[config.mk]
export PLATFORM = sky130hd
export DESIGN_NAME = tmr_bus_front
export DESIGN_NICKNAME = d
export VERILOG_FILES = /design/src/rtl/tbf_pkg.sv /design/src/rtl/tbf_ctrl.sv /design/src/rtl/tbf_chan.sv /design/src/rtl/tbf_datapath.sv /design/src/rtl/tmr_bus_front.sv
export SDC_FILE = /design/constraint.sdc
export NUM_CORES = 1
export LEC_CHECK = 0
export ABC_CLOCK_PERIOD_IN_PS = 3800
export BUFFER_PORTS_ARGS = -buffer_cell sky130_fd_sc_hd__buf_2
export CORE_MARGIN = 1.5
export CORE_UTILIZATION = 55
export DETAILED_ROUTE_END_ITERATION = 6
export PLACE_DENSITY = 0.86
export SYNTH_ARGS = -nofsm -noshare
export SYNTH_HDL_FRONTEND = slang
export SYNTH_HIERARCHICAL = 1
export SYNTH_SLANG_ARGS = --single-unit
[constraint.sdc]
create_clock -name clk -period 3.8 [get_ports clk]
set_clock_uncertainty 0.05 [all_clocks]
set_input_delay 0.95 -clock clk [delete_from_list [all_inputs] [get_ports clk]]
set_output_delay 0.95 -clock clk [all_outputs]
set_load 0.02 [all_outputs]
[src/rtl/tbf_pkg.sv]
package tbf_pkg;
  localparam int NUM_CH = 3;
  localparam int BYTE_W = 8;
  localparam int CNT_W  = 2 * BYTE_W;
  localparam int MODE_W = 3;
  localparam int ADDR_W = 2;
  localparam logic [ADDR_W-1:0] CTRL_ADDR = ADDR_W'(3);

  typedef enum logic [1:0] {
    ACC_CAPTURE = 2'd0,
    ACC_LOW     = 2'd1,
    ACC_HIGH    = 2'd2,
    ACC_WORD    = 2'd3
  } acc_e;

  typedef enum logic [1:0] {
    LT_EMPTY = 2'd0,
    LT_LOW   = 2'd1,
    LT_HIGH  = 2'd2,
    LT_WORD  = 2'd3
  } latch_e;

  typedef struct packed {
    logic [NUM_CH-1:0] cfgWr;
    logic [NUM_CH-1:0] cntCap;
    logic [NUM_CH-1:0] stsCap;
    logic [NUM_CH-1:0] dataWr;
    logic [NUM_CH-1:0] dataRd;
  } strb_t;
endpackage

[src/rtl/tbf_ctrl.sv]
module tbf_ctrl
  import tbf_pkg::*;
(
  input  logic              clk,
  input  logic              rstN,
  input  logic [ADDR_W-1:0] busAddr,
  input  logic              busWr,
  input  logic              busRd,
  input  logic [BYTE_W-1:0] busWData,
  output strb_t             strb
);
  logic [1:0] ctlSel;
  logic [1:0] ctlAcc;
  logic       isCtrl;

  assign ctlSel = busWData[7:6];
  assign ctlAcc = busWData[5:4];
  assign isCtrl = (busAddr == CTRL_ADDR);

  always_comb begin
    strb = '0;
    for (int i = 0; i < NUM_CH; i++) begin
      if (busWr && isCtrl) begin
        if (ctlSel == 2'd3) begin
          // multi-channel capture: select bits sit above bit 0
          if (busWData[1+i]) begin
            strb.cntCap[i] = !busWData[5];
            strb.stsCap[i] = !busWData[4];
          end
        end else if (int'(ctlSel) == i) begin
          if (ctlAcc == ACC_CAPTURE) strb.cntCap[i] = 1'b1;
          else                       strb.cfgWr[i]  = 1'b1;
        end
      end
      if (!isCtrl && int'(busAddr) == i) begin
        strb.dataWr[i] = busWr;
        strb.dataRd[i] = busRd;
      end
    end
  end

  AST_ONE_PROGRAM: assert property (@(posedge clk) disable iff (!rstN)
    $onehot0(strb.cfgWr | strb.dataWr)) else $error("program strobes");
  AST_CTRL_NO_READ: assert property (@(posedge clk) disable iff (!rstN)
    (busRd && isCtrl) |-> (strb.dataRd == '0)) else $error("ctrl read");
  AST_CAPTURE_NO_CFG: assert property (@(posedge clk) disable iff (!rstN)
    (busWr && isCtrl && ctlAcc == ACC_CAPTURE) |-> (strb.cfgWr == '0)) else $error("capture cfg");
endmodule

[src/rtl/tbf_chan.sv]
module tbf_chan
  import tbf_pkg::*;
(
  input  logic              clk,
  input  logic              rstN,
  input  logic              cfgWr,
  input  logic              cntCap,
  input  logic              stsCap,
  input  logic              dataWr,
  input  logic              dataRd,
  input  logic [BYTE_W-1:0] wrData,
  input  logic [CNT_W-1:0]  liveCnt,
  input  logic              outLvl,
  output logic [BYTE_W-1:0] rdByte,
  output logic              ldStb,
  output logic [CNT_W-1:0]  ldVal,
  output logic [MODE_W-1:0] mode,
  output logic              bcd
);
  acc_e              acc;
  logic [MODE_W-1:0] modeR;
  logic              bcdR;
  logic              wrHi;
  logic [BYTE_W-1:0] holdB;
  logic              rdHi;
  latch_e            cl;
  logic [CNT_W-1:0]  clv;
  logic              stsV;
  logic [BYTE_W-1:0] sts;
  logic              ldStbR;
  logic [CNT_W-1:0]  ldValR;
  logic              cntRead;

  assign cntRead = dataRd && !stsV && (cl != LT_EMPTY);

  always_comb begin
    if (stsV) begin
      rdByte = sts;
    end else begin
      unique case (cl)
        LT_LOW, LT_WORD: rdByte = clv[BYTE_W-1:0];
        LT_HIGH:         rdByte = clv[CNT_W-1:BYTE_W];
        default: begin
          if (acc == ACC_HIGH || (acc == ACC_WORD && rdHi)) rdByte = liveCnt[CNT_W-1:BYTE_W];
          else                                              rdByte = liveCnt[BYTE_W-1:0];
        end
      endcase
    end
  end

  always_ff @(posedge clk) begin
    if (!rstN) begin
      acc    <= ACC_WORD;
      modeR  <= '0;
      bcdR   <= 1'b0;
      wrHi   <= 1'b0;
      holdB  <= '0;
      rdHi   <= 1'b0;
      cl     <= LT_EMPTY;
      clv    <= '0;
      stsV   <= 1'b0;
      sts    <= '0;
      ldStbR <= 1'b0;
      ldValR <= '0;
    end else begin
      ldStbR <= 1'b0;
      if (cfgWr) begin
        acc   <= acc_e'(wrData[5:4]);
        modeR <= wrData[3:1];
        bcdR  <= wrData[0];
        wrHi  <= 1'b0;
        rdHi  <= 1'b0;
      end
      if (dataWr) begin
        unique case (acc)
          ACC_HIGH: begin
            ldStbR <= 1'b1;
            ldValR <= {wrData, {BYTE_W{1'b0}}};
          end
          ACC_WORD: begin
            if (!wrHi) begin
              holdB <= wrData;
              wrHi  <= 1'b1;
            end else begin
              ldStbR <= 1'b1;
              ldValR <= {wrData, holdB};
              wrHi   <= 1'b0;
            end
          end
          default: begin
            ldStbR <= 1'b1;
            ldValR <= {{BYTE_W{1'b0}}, wrData};
          end
        endcase
      end
      if (cntRead) begin
        cl <= (cl == LT_WORD) ? LT_HIGH : LT_EMPTY;
      end else if (cntCap && cl == LT_EMPTY) begin
        clv <= liveCnt;
        cl  <= latch_e'(acc);
      end
      if (dataRd && !stsV && cl == LT_EMPTY && acc == ACC_WORD) rdHi <= !rdHi;
      if (dataRd && stsV) begin
        stsV <= 1'b0;
      end else if (stsCap && !stsV) begin
        sts  <= {outLvl, 1'b0, acc, modeR, bcdR};
        stsV <= 1'b1;
      end
    end
  end

  assign ldStb = ldStbR;
  assign ldVal = ldValR;
  assign mode  = modeR;
  assign bcd   = bcdR;

  AST_STS_KEEP: assert property (@(posedge clk) disable iff (!rstN)
    (stsV && !dataRd) |=> (stsV && $stable(sts))) else $error("status recaptured");
  AST_CNT_KEEP: assert property (@(posedge clk) disable iff (!rstN)
    (cl != LT_EMPTY && !cntRead) |=> ($stable(clv) && $stable(cl))) else $error("count recaptured");
  AST_STS_FIRST: assert property (@(posedge clk) disable iff (!rstN)
    (dataRd && stsV && cl != LT_EMPTY) |=> $stable(cl)) else $error("status priority");
  AST_WORD_LOAD: assert property (@(posedge clk) disable iff (!rstN)
    (dataWr && acc == ACC_WORD && wrHi) |=> (ldStb && ldVal[BYTE_W-1:0] == $past(holdB))) else $error("word load");
  AST_FIRST_HELD: assert property (@(posedge clk) disable iff (!rstN)
    (dataWr && acc == ACC_WORD && !wrHi) |=> !ldStb) else $error("early load");
  AST_WORD_RELEASE: assert property (@(posedge clk) disable iff (!rstN)
    (cntRead && cl == LT_WORD) |=> (cl == LT_HIGH)) else $error("word release");
endmodule

[src/rtl/tbf_datapath.sv]
module tbf_datapath
  import tbf_pkg::*;
(
  input  logic                     clk,
  input  logic                     rstN,
  input  strb_t                    strb,
  input  logic [ADDR_W-1:0]        busAddr,
  input  logic [BYTE_W-1:0]        busWData,
  input  logic [NUM_CH*CNT_W-1:0]  liveCnt,
  input  logic [NUM_CH-1:0]        chOut,
  output logic [BYTE_W-1:0]        busRData,
  output logic [NUM_CH-1:0]        ldStb,
  output logic [NUM_CH*CNT_W-1:0]  ldVal,
  output logic [NUM_CH*MODE_W-1:0] chMode,
  output logic [NUM_CH-1:0]        chBcd
);
  logic [BYTE_W-1:0] chByte [NUM_CH];

  for (genvar g = 0; g < NUM_CH; g++) begin : g_ch
    tbf_chan i_chan (
      .clk    (clk),
      .rstN   (rstN),
      .cfgWr  (strb.cfgWr[g]),
      .cntCap (strb.cntCap[g]),
      .stsCap (strb.stsCap[g]),
      .dataWr (strb.dataWr[g]),
      .dataRd (strb.dataRd[g]),
      .wrData (busWData),
      .liveCnt(liveCnt[g*CNT_W +: CNT_W]),
      .outLvl (chOut[g]),
      .rdByte (chByte[g]),
      .ldStb  (ldStb[g]),
      .ldVal  (ldVal[g*CNT_W +: CNT_W]),
      .mode   (chMode[g*MODE_W +: MODE_W]),
      .bcd    (chBcd[g])
    );
  end

  always_comb begin
    busRData = '0;
    for (int i = 0; i < NUM_CH; i++) begin
      if (int'(busAddr) == i) busRData = chByte[i];
    end
  end

  AST_CTRL_READ_ZERO: assert property (@(posedge clk) disable iff (!rstN)
    (busAddr == CTRL_ADDR) |-> (busRData == '0)) else $error("ctrl read data");
endmodule

[src/rtl/tmr_bus_front.sv]
module tmr_bus_front
  import tbf_pkg::*;
(
  input  logic                     clk,
  input  logic                     rstN,
  input  logic [ADDR_W-1:0]        busAddr,
  input  logic                     busWr,
  input  logic                     busRd,
  input  logic [BYTE_W-1:0]        busWData,
  output logic [BYTE_W-1:0]        busRData,
  input  logic [NUM_CH*CNT_W-1:0]  liveCnt,
  input  logic [NUM_CH-1:0]        chOut,
  output logic [NUM_CH-1:0]        ldStb,
  output logic [NUM_CH*CNT_W-1:0]  ldVal,
  output logic [NUM_CH*MODE_W-1:0] chMode,
  output logic [NUM_CH-1:0]        chBcd
);
  strb_t strb;

  tbf_ctrl i_ctrl (
    .clk     (clk),
    .rstN    (rstN),
    .busAddr (busAddr),
    .busWr   (busWr),
    .busRd   (busRd),
    .busWData(busWData),
    .strb    (strb)
  );

  tbf_datapath i_dp (
    .clk     (clk),
    .rstN    (rstN),
    .strb    (strb),
    .busAddr (busAddr),
    .busWData(busWData),
    .liveCnt (liveCnt),
    .chOut   (chOut),
    .busRData(busRData),
    .ldStb   (ldStb),
    .ldVal   (ldVal),
    .chMode  (chMode),
    .chBcd   (chBcd)
  );
endmodule

# Word-level counts from Yosys, hierarchy flattened
# Index checks and enable logic that the tools add are counted.
# word_totals
register_bits	177
in_bits	65
word_cells	235
# classes
eq_ne	24
muxes	89
n_bitwise	10
reduce_logical	76
# ops
op	n
case mux 16 bit (2 select lines)	3
2-to-1 mux 8 bit	9
2-to-1 mux 1 bit	62
2-to-1 mux 16 bit	3
case mux 8 bit (2 select lines)	3
equality test 2 bit, second input constant	18
logical AND 1 bit	28
AND reduction 2 bit	12
2-to-1 mux 2 bit	9
nonzero test 2 bit	9
logical NOT 2 bit	6
OR reduction 2 bit	6
inverter 1 bit	10
logical NOT 1 bit	9
AND reduction 3 bit	3
equality test 2 x 1 -> 1 bit, second input constant	3
!= test 2 bit, second input constant	3
logical OR 1 bit	3

# Depth between registers and ports, before layout
# depth
depth_word	9
mapped_depth	7
depth_no_buf	6

# Hierarchy
# Netlist, hierarchy kept.
# by_module_without_submodules
mod	n_inst	cells_each	area_per_inst_um2	seq_area_each_um2
tbf_chan	3	321	2676.3	1181.1
tbf_datapath	1	20	197.7	0.0
tbf_ctrl	1	29	192.7	0.0

# Worst setup path before layout
# Ideal clock, no wire load.
# synth_path
path_kind	in2out
start	input port liveCnt[21]
end	output port busRData[5]
arrival_ns	1.645
required_ns	2.800
path_slack_ns	1.155
path_stages	4
path_buffers	0
path_cell_list	nand3_1 -> a32oi_1 -> mux2i_1 -> o2bb2ai_1
# synth_lines
element	line	rtl
from (decl)	tmr_bus_front.sv:11	input logic [NUM_CH*CNT_W-1:0] liveCnt,
to (decl)	tmr_bus_front.sv:10	output logic [BYTE_W-1:0] busRData,

==> flow_summary_export.csv <==
group,metric,value,unit
worst_setup_path,rrSetupSlack,1.67,ns
floorplanning,die_w,126.7,um
synth,yosys_register_bits,177,
synth,synth_cell_type_count,44,
placed_design,place_congestion,0.8633,
floorplanning,boundaryPins,136,
timing,max_freq,284.1,MHz
final_layout,nets,1166,
synth,synth_fp_nets,1077,
worst_setup_path,crit_arrival,2.52,ns
worst_hold_path,worstHoldPathType,"reg2reg",
timing,max_slew.worst_pin.slew,0.7734,ns
pwr,clockPowerShare,42.9,%
routing,drt_wl_total,22110,um
global_route,grt_first_pass_wirelength,34710,um
worst_setup_path,crit_path_start_kind,"flop",
pwr,p_int,3.032,mW
pwr,ir_drop,0.3372,mV
worst_setup_path,required,2.80,ns
synth,yosys_warnings,6,
synth,syn_inst,1012,
final_layout,layout-drive-gt1-share,16.94,%
pwr,swShare,23.42,%
floorplanning,initial_core_util,55.80,%
clock_network,cts_hold_buf,0,
pwr,total_power,3.960,mW
routing,drc,0,
pwr,p_comb_share,8.9,%
routing,drt_iter0_drc,739,
floorplanning,die_h,126.7,um
clock_network,worst_skew_pair.late_latency,0.43,ns
global_route,antenna_found_initial,0,
clock_network,clockRootBuffer,"clkbuf_16",
timing,grt_setup_unrepaired,"no",
clock_network,clk_transition_reported_paths,0.06,ns
clock_network,cts.sinks,177,
worst_setup_path,worstSetupPathType,"reg2out",
final_layout,area_growth,13.66,%
clock_network,postCtsSetupBuffers,0,
synth,synth.avg_cell_area,8.319,sq um
routing,vias_per_cell,5.887,
job,cap_viol_max_count,0,
pwr,p_switching,0.9275,mW
global_route,grt_pass1_vias,6965,
pwr,power_density,413.8,nW/um^2
timing,setup_viol,0,
placed_design,dp_hpwl,14820,um
timing,setup_tns,0,ns
floorplanning,core_area,15090,sq um
pwr,seq_power_share,48.1,%
timing,hold_violations,0,
global_route,grt_max_degree,105,
clock_network,cts_tree,"yes",
routing,drt_first_pass_iters,5,
clock_network,htree_levels,4,
final_layout,post-route-util,63.42,%
final_layout,antenna_cells,0,
floorplanning,rows,45,
routing,wl_per_cell,17.03,um
floorplanning,fp.dieArea,16060,sq um
synth,ys_seq_area_share,42.09,%
timing,slew_violations,0,
clock_network,ctsResizeCount,0,
placed_design,numPortBuffers,135,
timing,slew_headroom,48.37,%
pwr,leakagePower,3.564,nW
timing,period_share,92.63,%
clock_network,ctsLongestPathBuffers,2,
clock_network,cts-buffers-inserted,17,
routing,postRouteAntennaNets,0,
routing,via_count,7641,
worst_setup_path,worst-path-max-fanout,21,
timing,fin_crit,3.520,ns
global_route,grt_overflow,0,
worst_setup_path,critPathCaptureType,"primary output",
synth,syn-cell-area,8419,sq um
global_route,grt.total_usage,27.16,%
run_status,status,"completed",
[cell usage in the layout, fill, tap and decap left out, types with 4 or more instances in the layout]
cell       instances
nor2b_1           18
buf_2            134
dfxtp_1          177
and3b_1            4
nor2_1            46
buf_4              7
nand2b_1          15
a21oi_1            6
nor4_2             6
nand3b_1           4
o211ai_1           6
nand3_1           67
mux2i_1           26
o2bb2ai_1          8
nand2_1          248
nor3b_1           23
a32oi_1           21
a211oi_1          22
and2_1            12
a21boi_0         123
clkbuf_16         17
a221oi_1          21
clkbuf_1           4
o21a_1             9
inv_1             29
or3_1              4
[layout make-up]
type	instances	area (sq um)
multi-input cells	731	4373
clock buffers	21	440.4
repair buffers	142	743.2
fillers	1293	5520
flip-flops and latches	177	3543
inverters	32	120.1
clock inverters	7	113.9
well taps	188	235.2
[stage by stage]
step	instances	cell area, sq um	hold slack (ns)	worst slack [ns]
3_3_place_gp	1270	9015	0.3963	0.7487
5_1_grt	1298	9569	0.4213	0.1528
4_1_cts	1298	9569	0.4106	0.3068
3_5_place_dp	1270	9015	0.4026	0.6496
6_report	1298	9569	0.4088	0.2799
2_1_floorplan	1012	8419	0.3892	1.155
[cells in the mapped netlist, drive strengths merged]
library cell,n,area (sq um)
a2111oi,2,30.03
a211o,3,26.28
a211oi,22,165.2
a21boi,123,923.4
a21oi,6,30.03
a221oi,21,183.9
a22oi,3,22.52
a32oi,21,183.9
and2,12,75.07
and3,3,18.77
and3b,4,35.03
buf,33,255.2
clkbuf,39,146.4
clkinv,3,11.26
dfxtp,177,3543
inv,29,108.9
mux2i,26,260.3
nand2,251,949.7
nand2b,15,93.84
nand3,68,345.3
nand3b,4,30.03
nor2,49,206.5
nor2b,19,126.4
nor3,3,15.01
nor3b,26,229.0
nor4,6,56.31
o211a,3,30.03
o211ai,6,45.04
o21a,9,67.56
o21ai,9,78.82
o22ai,3,18.77
o2bb2ai,8,70.07
or2,2,12.51
or3,4,25.02
[metal layers]
| metal | part of all wire, % | routed length (um) | global-route usage [%] | vias to the layer above |
|---|---|---|---|---|
| met3 | 8.4 | 1865 | 6.453 | 41 |
| li1 | - | - | - | 3669 |
| met2 | 45 | 10060 | 42.24 | 352 |
| met4 | 2.3 | 507 | 9.893 | 0 |
| met5 | 0 | 0 | 0 | - |
| met1 | 44 | 9675 | 36.98 | 3579 |
[critical path, stage by stage, from the launching register on]
cell       delay [ns]
dfxtp_1          0.56
nor2_4           0.43
nand3_1          0.13
a32oi_1          0.33
mux2i_1          0.22
o2bb2ai_1        0.23
buf_2            0.20
[sequential cells by signal (all words and copies together), names as in the netlist]
name and cells:
i_dp/g_ch.i_chan/stsV 3, i_dp/g_ch.i_chan/cl 6, i_dp/g_ch.i_chan/wrHi 3, i_dp/g_ch.i_chan/acc 6, i_dp/g_ch.i_chan/rdHi 3, i_dp/g_ch.i_chan/sts 21, i_dp/g_ch.i_chan/ldStb 3, i_dp/g_ch.i_chan/holdB 24
i_dp/g_ch.i_chan/clv 48, i_dp/g_ch.i_chan/ldVal 48, i_dp/g_ch.i_chan/bcd 3, i_dp/g_ch.i_chan/mode 9
[power groups by stage]
stage | clock [mW] | sequential (mW) | combinational [mW]
final | 1.70 | 1.91 | 0.354
after floorplan | 0 | 1.95 | 0.203
after global routing | 1.80 | 1.91 | 0.377
after CTS | 1.72 | 1.91 | 0.348
after global placement | 0 | 1.95 | 0.343
after detailed placement | 0 | 1.95 | 0.347
[logic make-up after synthesis]
family / Yosys count / synth area share, %
simple gates: 466 / 26.35
buf+inv: 104 / 6.197
mux: 26 / 3.091
flops: 177 / 42.09
compound gates: 239 / 22.28
[worst paths after layout]
path / from / endpoint / depth (start not counted)
setup reg to reg: i_dp/g_ch[0].i_chan/cl[0]$_SDFFE_PN0P_ / i_dp/g_ch[0].i_chan/clv[8]$_SDFFE_PN0P_ / 4
setup / recovery: i_dp/g_ch[0].i_chan/cl[0]$_SDFFE_PN0P_ / busRData[2] / 6
hold / removal: i_dp/g_ch[1].i_chan/ldVal[9]$_SDFFE_PN0P_ / i_dp/g_ch[1].i_chan/ldVal[9]$_SDFFE_PN0P_ / 2
hold reg to reg: i_dp/g_ch[1].i_chan/ldVal[9]$_SDFFE_PN0P_ / i_dp/g_ch[1].i_chan/ldVal[9]$_SDFFE_PN0P_ / 2
No activity file was read; power rests on OpenSTA's default activity.
